File: config.mk
export PLATFORM = sky130hd
export DESIGN_NAME = fan_fail_supervisor
export DESIGN_NICKNAME = d
export VERILOG_FILES = /design/src/rtl/ffs_pkg.sv /design/src/rtl/ffs_judge.sv /design/src/rtl/ffs_spinup.sv /design/src/rtl/ffs_irq.sv /design/src/rtl/ffs_drive.sv /design/src/rtl/fan_fail_supervisor.sv
export SDC_FILE = /design/constraint.sdc
export NUM_CORES = 1
export LEC_CHECK = 0
export BUFFER_PORTS_ARGS = -buffer_cell sky130_fd_sc_hd__buf_2
export CORE_UTILIZATION = 56
export CTS_CLUSTER_SIZE = 8
export DETAILED_ROUTE_END_ITERATION = 16
export GPL_TIMING_DRIVEN = 0
export PLACE_DENSITY = 0.8
export SLEW_MARGIN = 20
export SYNTH_ARGS = -nofsm -noshare
export SYNTH_HDL_FRONTEND = slang
export SYNTH_SLANG_ARGS = --single-unit
File: constraint.sdc
create_clock -name clk -period 3.84 [get_ports clk]
set_input_delay 0.192 -clock clk [delete_from_list [all_inputs] [get_ports clk]]
set_output_delay 0.192 -clock clk [all_outputs]
set_load 0.05 [all_outputs]
File: src/rtl/ffs_pkg.sv
// Package: shared constants for the fan failure supervisor.
// Assumes an 8-bit status word with the fan-fault flag at a fixed bit.
package ffs_pkg;
    localparam int STAT_W       = 8;
    localparam int STAT_FAN_BIT = 1;

    // Builds the status word from the sticky fan-fault flag.
    function automatic logic [STAT_W-1:0] pack_status(input logic fan_flag);
        logic [STAT_W-1:0] w;
        w = '0;
        w[STAT_FAN_BIT] = fan_flag;
        return w;
    endfunction
endpackage

File: src/rtl/ffs_judge.sv
// Module: ffs_judge
// Compares each measurement against the limit and keeps the
// consecutive-failure streak, saturating at FAIL_LIMIT.
// Assumes meas_valid is a single-cycle strobe.
module ffs_judge #(
    parameter int DATA_W     = 8,
    parameter int FAIL_LIMIT = 5
) (
    input  logic              clk,
    input  logic              rst_n,
    input  logic              meas_valid,
    input  logic [DATA_W-1:0] meas_value,
    input  logic [DATA_W-1:0] tach_limit,
    output logic              fail_evt,
    output logic              streak_full
);
    localparam int CW = $clog2(FAIL_LIMIT + 1);
    localparam logic [CW-1:0] LIMIT_C = CW'(FAIL_LIMIT);

    logic [CW-1:0] streak_q;
    logic          over;

    // Strict compare: only a reading above the limit is a failure.
    always_comb over = (meas_value > tach_limit);

    // Qualify the compare with the measurement strobe.
    always_comb fail_evt = meas_valid & over;

    // Count consecutive failures, cleared by any pass, saturating.
    always_ff @(posedge clk) begin
        if (!rst_n) begin
            streak_q <= '0;
        end else if (meas_valid) begin
            if (!over)
                streak_q <= '0;
            else if (streak_q != LIMIT_C)
                streak_q <= streak_q + 1'b1;
        end
    end

    // Streak has reached the hard-fault threshold.
    always_comb streak_full = (streak_q == LIMIT_C);

    p_pass_clears_r6: assert property (@(posedge clk) disable iff (!rst_n)
        (meas_valid && !over) |=> (streak_q == '0));
    p_fail_counts_r5: assert property (@(posedge clk) disable iff (!rst_n)
        (meas_valid && over && streak_q != LIMIT_C) |=> (streak_q == $past(streak_q) + 1'b1));
    p_saturate_r7: assert property (@(posedge clk) disable iff (!rst_n)
        (streak_q <= LIMIT_C));
    p_idle_hold_r1: assert property (@(posedge clk) disable iff (!rst_n)
        !meas_valid |=> $stable(streak_q));
endmodule

File: src/rtl/ffs_spinup.sv
// Module: ffs_spinup
// Retriggerable spin-up window: SPIN_TICKS ticks of TICK_DIV cycles,
// restarted by every failure event.
// Assumes TICK_DIV >= 1 and SPIN_TICKS >= 1.
module ffs_spinup #(
    parameter int TICK_DIV   = 200_000_000,
    parameter int SPIN_TICKS = 2
) (
    input  logic clk,
    input  logic rst_n,
    input  logic load,
    output logic active
);
    localparam int TW = (TICK_DIV > 1) ? $clog2(TICK_DIV) : 1;
    localparam int SW = $clog2(SPIN_TICKS + 1);
    localparam logic [TW-1:0] TICK_TOP = TW'(TICK_DIV - 1);
    localparam logic [SW-1:0] SPIN_C   = SW'(SPIN_TICKS);

    logic [TW-1:0] tick_q;
    logic [SW-1:0] rem_q;

    // Load the window on a failure, else count ticks down to zero.
    always_ff @(posedge clk) begin
        if (!rst_n) begin
            tick_q <= '0;
            rem_q  <= '0;
        end else if (load) begin
            tick_q <= TICK_TOP;
            rem_q  <= SPIN_C;
        end else if (rem_q != '0) begin
            if (tick_q == '0) begin
                tick_q <= TICK_TOP;
                rem_q  <= rem_q - 1'b1;
            end else begin
                tick_q <= tick_q - 1'b1;
            end
        end
    end

    // Window is open while ticks remain.
    always_comb active = (rem_q != '0);

    p_load_opens_r4: assert property (@(posedge clk) disable iff (!rst_n)
        load |=> (rem_q == SPIN_C && tick_q == TICK_TOP));
    p_idle_stays_r4: assert property (@(posedge clk) disable iff (!rst_n)
        (!load && rem_q == '0) |=> (rem_q == '0));
    p_no_wrap_r4: assert property (@(posedge clk) disable iff (!rst_n)
        (rem_q <= SPIN_C));
endmodule

File: src/rtl/ffs_irq.sv
// Module: ffs_irq
// Interrupt and sticky status flag: set by failures, cleared by a
// status read; a failure on the same edge as a read takes priority.
module ffs_irq (
    input  logic clk,
    input  logic rst_n,
    input  logic fail_evt,
    input  logic status_rd,
    output logic irq,
    output logic fan_flag
);
    logic irq_q, flag_q;

    // Set on failure, clear on acknowledge, set wins.
    always_ff @(posedge clk) begin
        if (!rst_n) begin
            irq_q  <= 1'b0;
            flag_q <= 1'b0;
        end else if (fail_evt) begin
            irq_q  <= 1'b1;
            flag_q <= 1'b1;
        end else if (status_rd) begin
            irq_q  <= 1'b0;
            flag_q <= 1'b0;
        end
    end

    // Drive outputs from the registers.
    always_comb begin
        irq      = irq_q;
        fan_flag = flag_q;
    end

    p_fail_raises_r2: assert property (@(posedge clk) disable iff (!rst_n)
        fail_evt |=> (irq_q && flag_q));
    p_read_clears_r3: assert property (@(posedge clk) disable iff (!rst_n)
        (status_rd && !fail_evt) |=> (!irq_q && !flag_q));
    p_rise_cause_r2: assert property (@(posedge clk) disable iff (!rst_n)
        $rose(irq_q) |-> $past(fail_evt));
endmodule

File: src/rtl/ffs_drive.sv
// Module: ffs_drive
// Final PWM stage: spin-up overrides the duty waveform with full-on,
// then the polarity bit selects the pin sense.
module ffs_drive (
    input  logic force_on,
    input  logic pwm_in,
    input  logic pwm_invert,
    output logic pwm_out
);
    logic drive;

    // Select full-on during spin-up, else the normal waveform.
    always_comb drive = force_on ? 1'b1 : pwm_in;

    // Polarity: non-inverted pins are driven low for "on".
    always_comb pwm_out = pwm_invert ? drive : ~drive;

    always_comb begin
        if (force_on)
            p_force_level_r9: assert (pwm_out == pwm_invert);
    end
endmodule

File: src/rtl/fan_fail_supervisor.sv
// Module: fan_fail_supervisor
// Top: judges measurements, tracks the failure streak, raises the
// interrupt/status, runs spin-up retries and shapes the PWM pin.
// Assumes strobes are single-cycle and synchronous to clk.
module fan_fail_supervisor #(
    parameter int DATA_W     = 8,
    parameter int FAIL_LIMIT = 5,
    parameter int TICK_DIV   = 200_000_000,
    parameter int SPIN_TICKS = 2
) (
    input  logic                      clk,
    input  logic                      rst_n,
    input  logic                      meas_valid,
    input  logic [DATA_W-1:0]         meas_value,
    input  logic [DATA_W-1:0]         tach_limit,
    input  logic                      pwm_in,
    input  logic                      fault_mask,
    input  logic                      pwm_invert,
    input  logic                      status_rd,
    output logic                      irq,
    output logic [ffs_pkg::STAT_W-1:0] stat_word,
    output logic                      fault_n,
    output logic                      pwm_out
);
    logic fail_evt, streak_full, spin_active, fan_flag;

    ffs_judge #(.DATA_W(DATA_W), .FAIL_LIMIT(FAIL_LIMIT)) u_judge (
        .clk(clk), .rst_n(rst_n), .meas_valid(meas_valid),
        .meas_value(meas_value), .tach_limit(tach_limit),
        .fail_evt(fail_evt), .streak_full(streak_full));

    ffs_spinup #(.TICK_DIV(TICK_DIV), .SPIN_TICKS(SPIN_TICKS)) u_spin (
        .clk(clk), .rst_n(rst_n), .load(fail_evt), .active(spin_active));

    ffs_irq u_irq (
        .clk(clk), .rst_n(rst_n), .fail_evt(fail_evt), .status_rd(status_rd),
        .irq(irq), .fan_flag(fan_flag));

    ffs_drive u_drive (
        .force_on(spin_active), .pwm_in(pwm_in), .pwm_invert(pwm_invert),
        .pwm_out(pwm_out));

    // Assemble the status word.
    always_comb stat_word = ffs_pkg::pack_status(fan_flag);

    // Hard fault follows the saturated streak unless masked.
    always_comb fault_n = ~(streak_full & ~fault_mask);

    p_fault_cause_r5: assert property (@(posedge clk) disable iff (!rst_n)
        ($fell(fault_n) && !$past(fault_mask) && !fault_mask) |-> $past(fail_evt));
    p_mask_holds_r8: assert property (@(posedge clk) disable iff (!rst_n)
        fault_mask |-> fault_n);
    p_spin_irq_r4: assert property (@(posedge clk) disable iff (!rst_n)
        fail_evt |=> (spin_active && irq));
endmodule

==> summary.md <==
| Metric | Value |
|---|---|
| Core region area | 0.003390 mm² |
| Synth-to-layout area growth | 12.73% |
| Unique cell type count in the Yosys netlist | 43 |
| Number of sinks driven by the clock tree | 34 |
| Number of ports placed on the die boundary | 34 |
| Biggest area contributors in the synthesized netlist | sky130_fd_sc_hd__dfxtp_1 (34%), sky130_fd_sc_hd__ha_1 (8.1%), sky130_fd_sc_hd__or3_1 (5.3%) |
| Clk Tree Root Cell | sky130_fd_sc_hd__clkbuf_4 |
| Total Power Consumption | 863.0 µW |
| Post-Route Skew | 0.005777 ns |
| Clock latency reported for the late side of the worst-skew pair | 0.34 ns |
| Final Core Density | 66.70% |
| Critical Path End Type | flip-flop |
| Count of flip-flops with a built-in enable after synthesis | 0 |
| Vias post-DR | 1829 |
| Cell-internal power | 560.3 µW |
| DR WL/cell | 12.18 µm |
| Fraction of synthesized cell area taken by the top area cell type | 33.94% |
| Sum of net half-perimeters after detailed placement | 3047 µm |
| Share of final-layout standard cells stronger than drive strength 1 | 17.42% |
| Sequential-to-total area share from yosys stat | 33.94% |
| Category of the worst setup path launch point | flip-flop |
| Pin count of the biggest net entering global routing | 11 |
| Cell Count, Final, Fillers Out | 333 |
| Max-slew violation count | 0 |
| Count of buffers inserted at the top-level ports | 26 |
| Post-route DRC | 0 |
| All-Layer GR Usage | 23.37% |
| H-tree levels | 2 |
| Number of antenna violations at the first check in global routing | 0 |
| Switching pwr | 302.6 µW |
| Number of buffers inserted for hold repair after clock tree synthesis | 0 |
| Slew of the pin with the lowest slew margin | 0.6630 ns |
| Proportion of register bits with asynchronous set or reset after synthesis | 0% |
| NumNets Final | 323 |
| Pre-Repair DR Iteration Count | 4 |
| Worst-case clock buffer depth | 2 |
| P per Cell Area | 381.7 mW/mm² |
| Sequential share of power | 48.2% |
| Residual antenna-violating net count after detailed routing | 0 |
| Setup TNS | 0 ns |
| Worst slew margin | 55.39% |
| Peak supply drop | 0.2430 mV |
| Biggest area consumer among synthesized cells | sky130_fd_sc_hd__dfxtp_1 |
| Min-Delay Path Class | in -> reg |
| Result of the run | finished, final reports clean |
| Antenna Cells | 0 |
| Vias in the first global route | 1542 |
| Switching power share of the total | 35.07% |
| Number of buffers created by CTS | 5 |
| Vias per Instance | 5.492 |
| Final worst slack | 0.8890 ns |
| Clock slew at reported path FFs | 0.09 ns |
| Number of flip-flops and latches in the synthesized netlist | 34 |
| Static Leakage | 0.9386 nW |
| Max capacitance violation total | 0 |
| Main flop type after synthesis | sky130_fd_sc_hd__dfxtp_1 |
| Number of failing hold endpoints at the final stage | 0 |
| Full die area | 0.003825 mm² |
| Wire length of the first global-routing pass | 6492 µm |
| Initial Utilization | 59.17% |
| Standard-cell row count | 21 |
| Count of mapped cells out of synthesis | 248 |
| Number of DRC markers in iteration 0 | 101 |
| WP data arrival | 3.22 ns |
| Share of power burned in the clock network | 20.9% |
| Number of warnings printed during yosys synthesis | 0 |
| Routed wire length | 4057 µm |
| Vertical die dimension | 61.85 µm |
| Highest net fanout along the worst path | 9 |
| RD Place Congestion | 0.8558 |
| Die boundary width | 61.85 µm |
| Synthesized area | 0.002006 mm² |
| Final setup violation count | 0 |
| Highest Clock Rate | 0.3389 GHz |
| Classification of the worst setup path | reg -> reg |
| Mean cell area of the mapped netlist | 8.087 µm² |
| Number of gates resized after CTS | 0 |
| Sum of overflow across all layers after global routing | 0 |
| Number of fill cells in the layout | 308 |
| Power share of the combinational group | 30.9% |
| CTS tree | built |
| Cell total after placement | 326 |
| RSZ-0062 raised after global routing | false |
| Dpl ws | 0.9124 ns |
| Post-layout min period | 2.951 ns |
| Critical path required time | 4.11 ns |
| Setup Fix Bufs, Post-CTS | 0 |
| Final period util | 76.85% |
## registers in the layout, indices dropped and copies added (netlist names)
name              count
u_judge.streak_q      3
u_spin.rem_q          2
u_irq.irq             1
u_spin.tick_q        28
## routing by layer
layer / vias up / global-route usage [%] / wire length [µm]
li1: 961 / - / -
met1: 833 / 30.88 / 2009
met2: 30 / 36.10 / 1821
met3: 5 / 6.004 / 189
met4: 0 / 10.16 / 36
met5: - / 0 / 0
## placed cells by master, fill, tap and decap left out, types with 2 or more instances in the layout
cell and n:
sky130_fd_sc_hd__nand2_1 13, sky130_fd_sc_hd__or4_1 3, sky130_fd_sc_hd__ha_1 13, sky130_fd_sc_hd__buf_2 27
sky130_fd_sc_hd__clkbuf_4 5, sky130_fd_sc_hd__nor2_1 16, sky130_fd_sc_hd__nand2b_1 5, sky130_fd_sc_hd__inv_1 16
sky130_fd_sc_hd__o21ai_0 11, sky130_fd_sc_hd__a21oi_1 17, sky130_fd_sc_hd__dfxtp_1 34, sky130_fd_sc_hd__o31ai_1 2
sky130_fd_sc_hd__or3_1 17, sky130_fd_sc_hd__clkbuf_1 11, sky130_fd_sc_hd__o22ai_1 4, sky130_fd_sc_hd__and3_1 5
sky130_fd_sc_hd__or3_2 4, sky130_fd_sc_hd__nand4_1 3, sky130_fd_sc_hd__a31oi_1 12, sky130_fd_sc_hd__conb_1 7
sky130_fd_sc_hd__nor3_1 5, sky130_fd_sc_hd__or2_2 3, sky130_fd_sc_hd__o21a_1 2, sky130_fd_sc_hd__buf_4 8
sky130_fd_sc_hd__and4_1 2, sky130_fd_sc_hd__nand3_1 8, sky130_fd_sc_hd__nor4_1 6, sky130_fd_sc_hd__xnor2_1 10
sky130_fd_sc_hd__xor2_1 3
## per-stage QoR
stage                     hold WS [ns]  instance area (µm²)
after floorplan                 0.2879                 2028
after global placement          0.4422                 2216
after detailed placement        0.4490                 2216
after CTS                      0.08433                 2261
after global routing           0.09721                 2261
final                          0.08949                 2261
## cell families after synthesis
logic type | count (synthesis) | share of synthesized area [%]
adders and majority gates | 13 | 8.110
buffers and inverters | 34 | 7.923
other | 1 | 0.1870
and+or+nand+nor | 95 | 26.58
DFF | 34 | 33.94
AOI/OAI and AO/OA | 58 | 17.59
xor gates and xnor gates | 13 | 5.677
## critical path: stages (launching register included)
cell                      delay, ns
sky130_fd_sc_hd__dfxtp_1       0.36
sky130_fd_sc_hd__or4_4         0.56
sky130_fd_sc_hd__or3_1         0.31
sky130_fd_sc_hd__or4_1         0.50
sky130_fd_sc_hd__buf_2         0.17
sky130_fd_sc_hd__or4b_4        0.51
sky130_fd_sc_hd__or3_1         0.32
sky130_fd_sc_hd__a31oi_1       0.16
## synth_stat cells, types with 3 or more instances
cell type / number
sky130_fd_sc_hd__or3_1: 17
sky130_fd_sc_hd__ha_1: 13
sky130_fd_sc_hd__a31oi_1: 12
sky130_fd_sc_hd__o21ai_0: 11
sky130_fd_sc_hd__inv_1: 16
sky130_fd_sc_hd__nand2_1: 13
sky130_fd_sc_hd__buf_4: 8
sky130_fd_sc_hd__clkbuf_1: 9
sky130_fd_sc_hd__nand4_1: 3
sky130_fd_sc_hd__dfxtp_1: 34
sky130_fd_sc_hd__o22ai_1: 4
sky130_fd_sc_hd__or4_1: 3
sky130_fd_sc_hd__or3_2: 4
sky130_fd_sc_hd__nor4_1: 6
sky130_fd_sc_hd__nor2_1: 16
sky130_fd_sc_hd__nand2b_1: 5
sky130_fd_sc_hd__a21oi_1: 17
sky130_fd_sc_hd__nand3_1: 8
sky130_fd_sc_hd__or2_2: 3
sky130_fd_sc_hd__nor3_1: 5
sky130_fd_sc_hd__and3_1: 5
sky130_fd_sc_hd__xnor2_1: 10
sky130_fd_sc_hd__xor2_1: 3
## power groups by stage
| stage | Combinational [mW] | Clock [mW] | Sequential (mW) |
|---|---|---|---|
| floorplan | 0.206 | 0 | 0.418 |
| global placement | 0.259 | 0 | 0.422 |
| detailed placement | 0.264 | 0 | 0.422 |
| CTS | 0.266 | 0.185 | 0.415 |
| global route | 0.300 | 0.199 | 0.421 |
| finish | 0.267 | 0.181 | 0.416 |
## path summary, 6_finish.rpt
path	from	endpoint	cells after the start	slack, ns
hold / removal	meas_valid	u_judge.streak_q[2]	2	0.09
setup / recovery	u_spin.tick_q[9]	u_spin.tick_q[27]	7	0.89
setup reg to reg	u_spin.tick_q[9]	u_spin.tick_q[27]	7	0.89
hold reg to reg	u_irq.irq	u_irq.irq	2	0.50
## layout make-up
cell class / count / area (µm²) / share of cell area, %
multi-input combinational: 186 / 1189 / 52.57
sequential: 34 / 680.7 / 30.11
timing repair buffer: 26 / 130.1 / 5.755
buffer: 18 / 98.84 / 4.372
inverter: 16 / 60.06 / 2.656
tap: 46 / 57.56 / 2.546
clock buffer: 7 / 45.04 / 1.992
No activity file was read; power rests on OpenSTA's default activity.
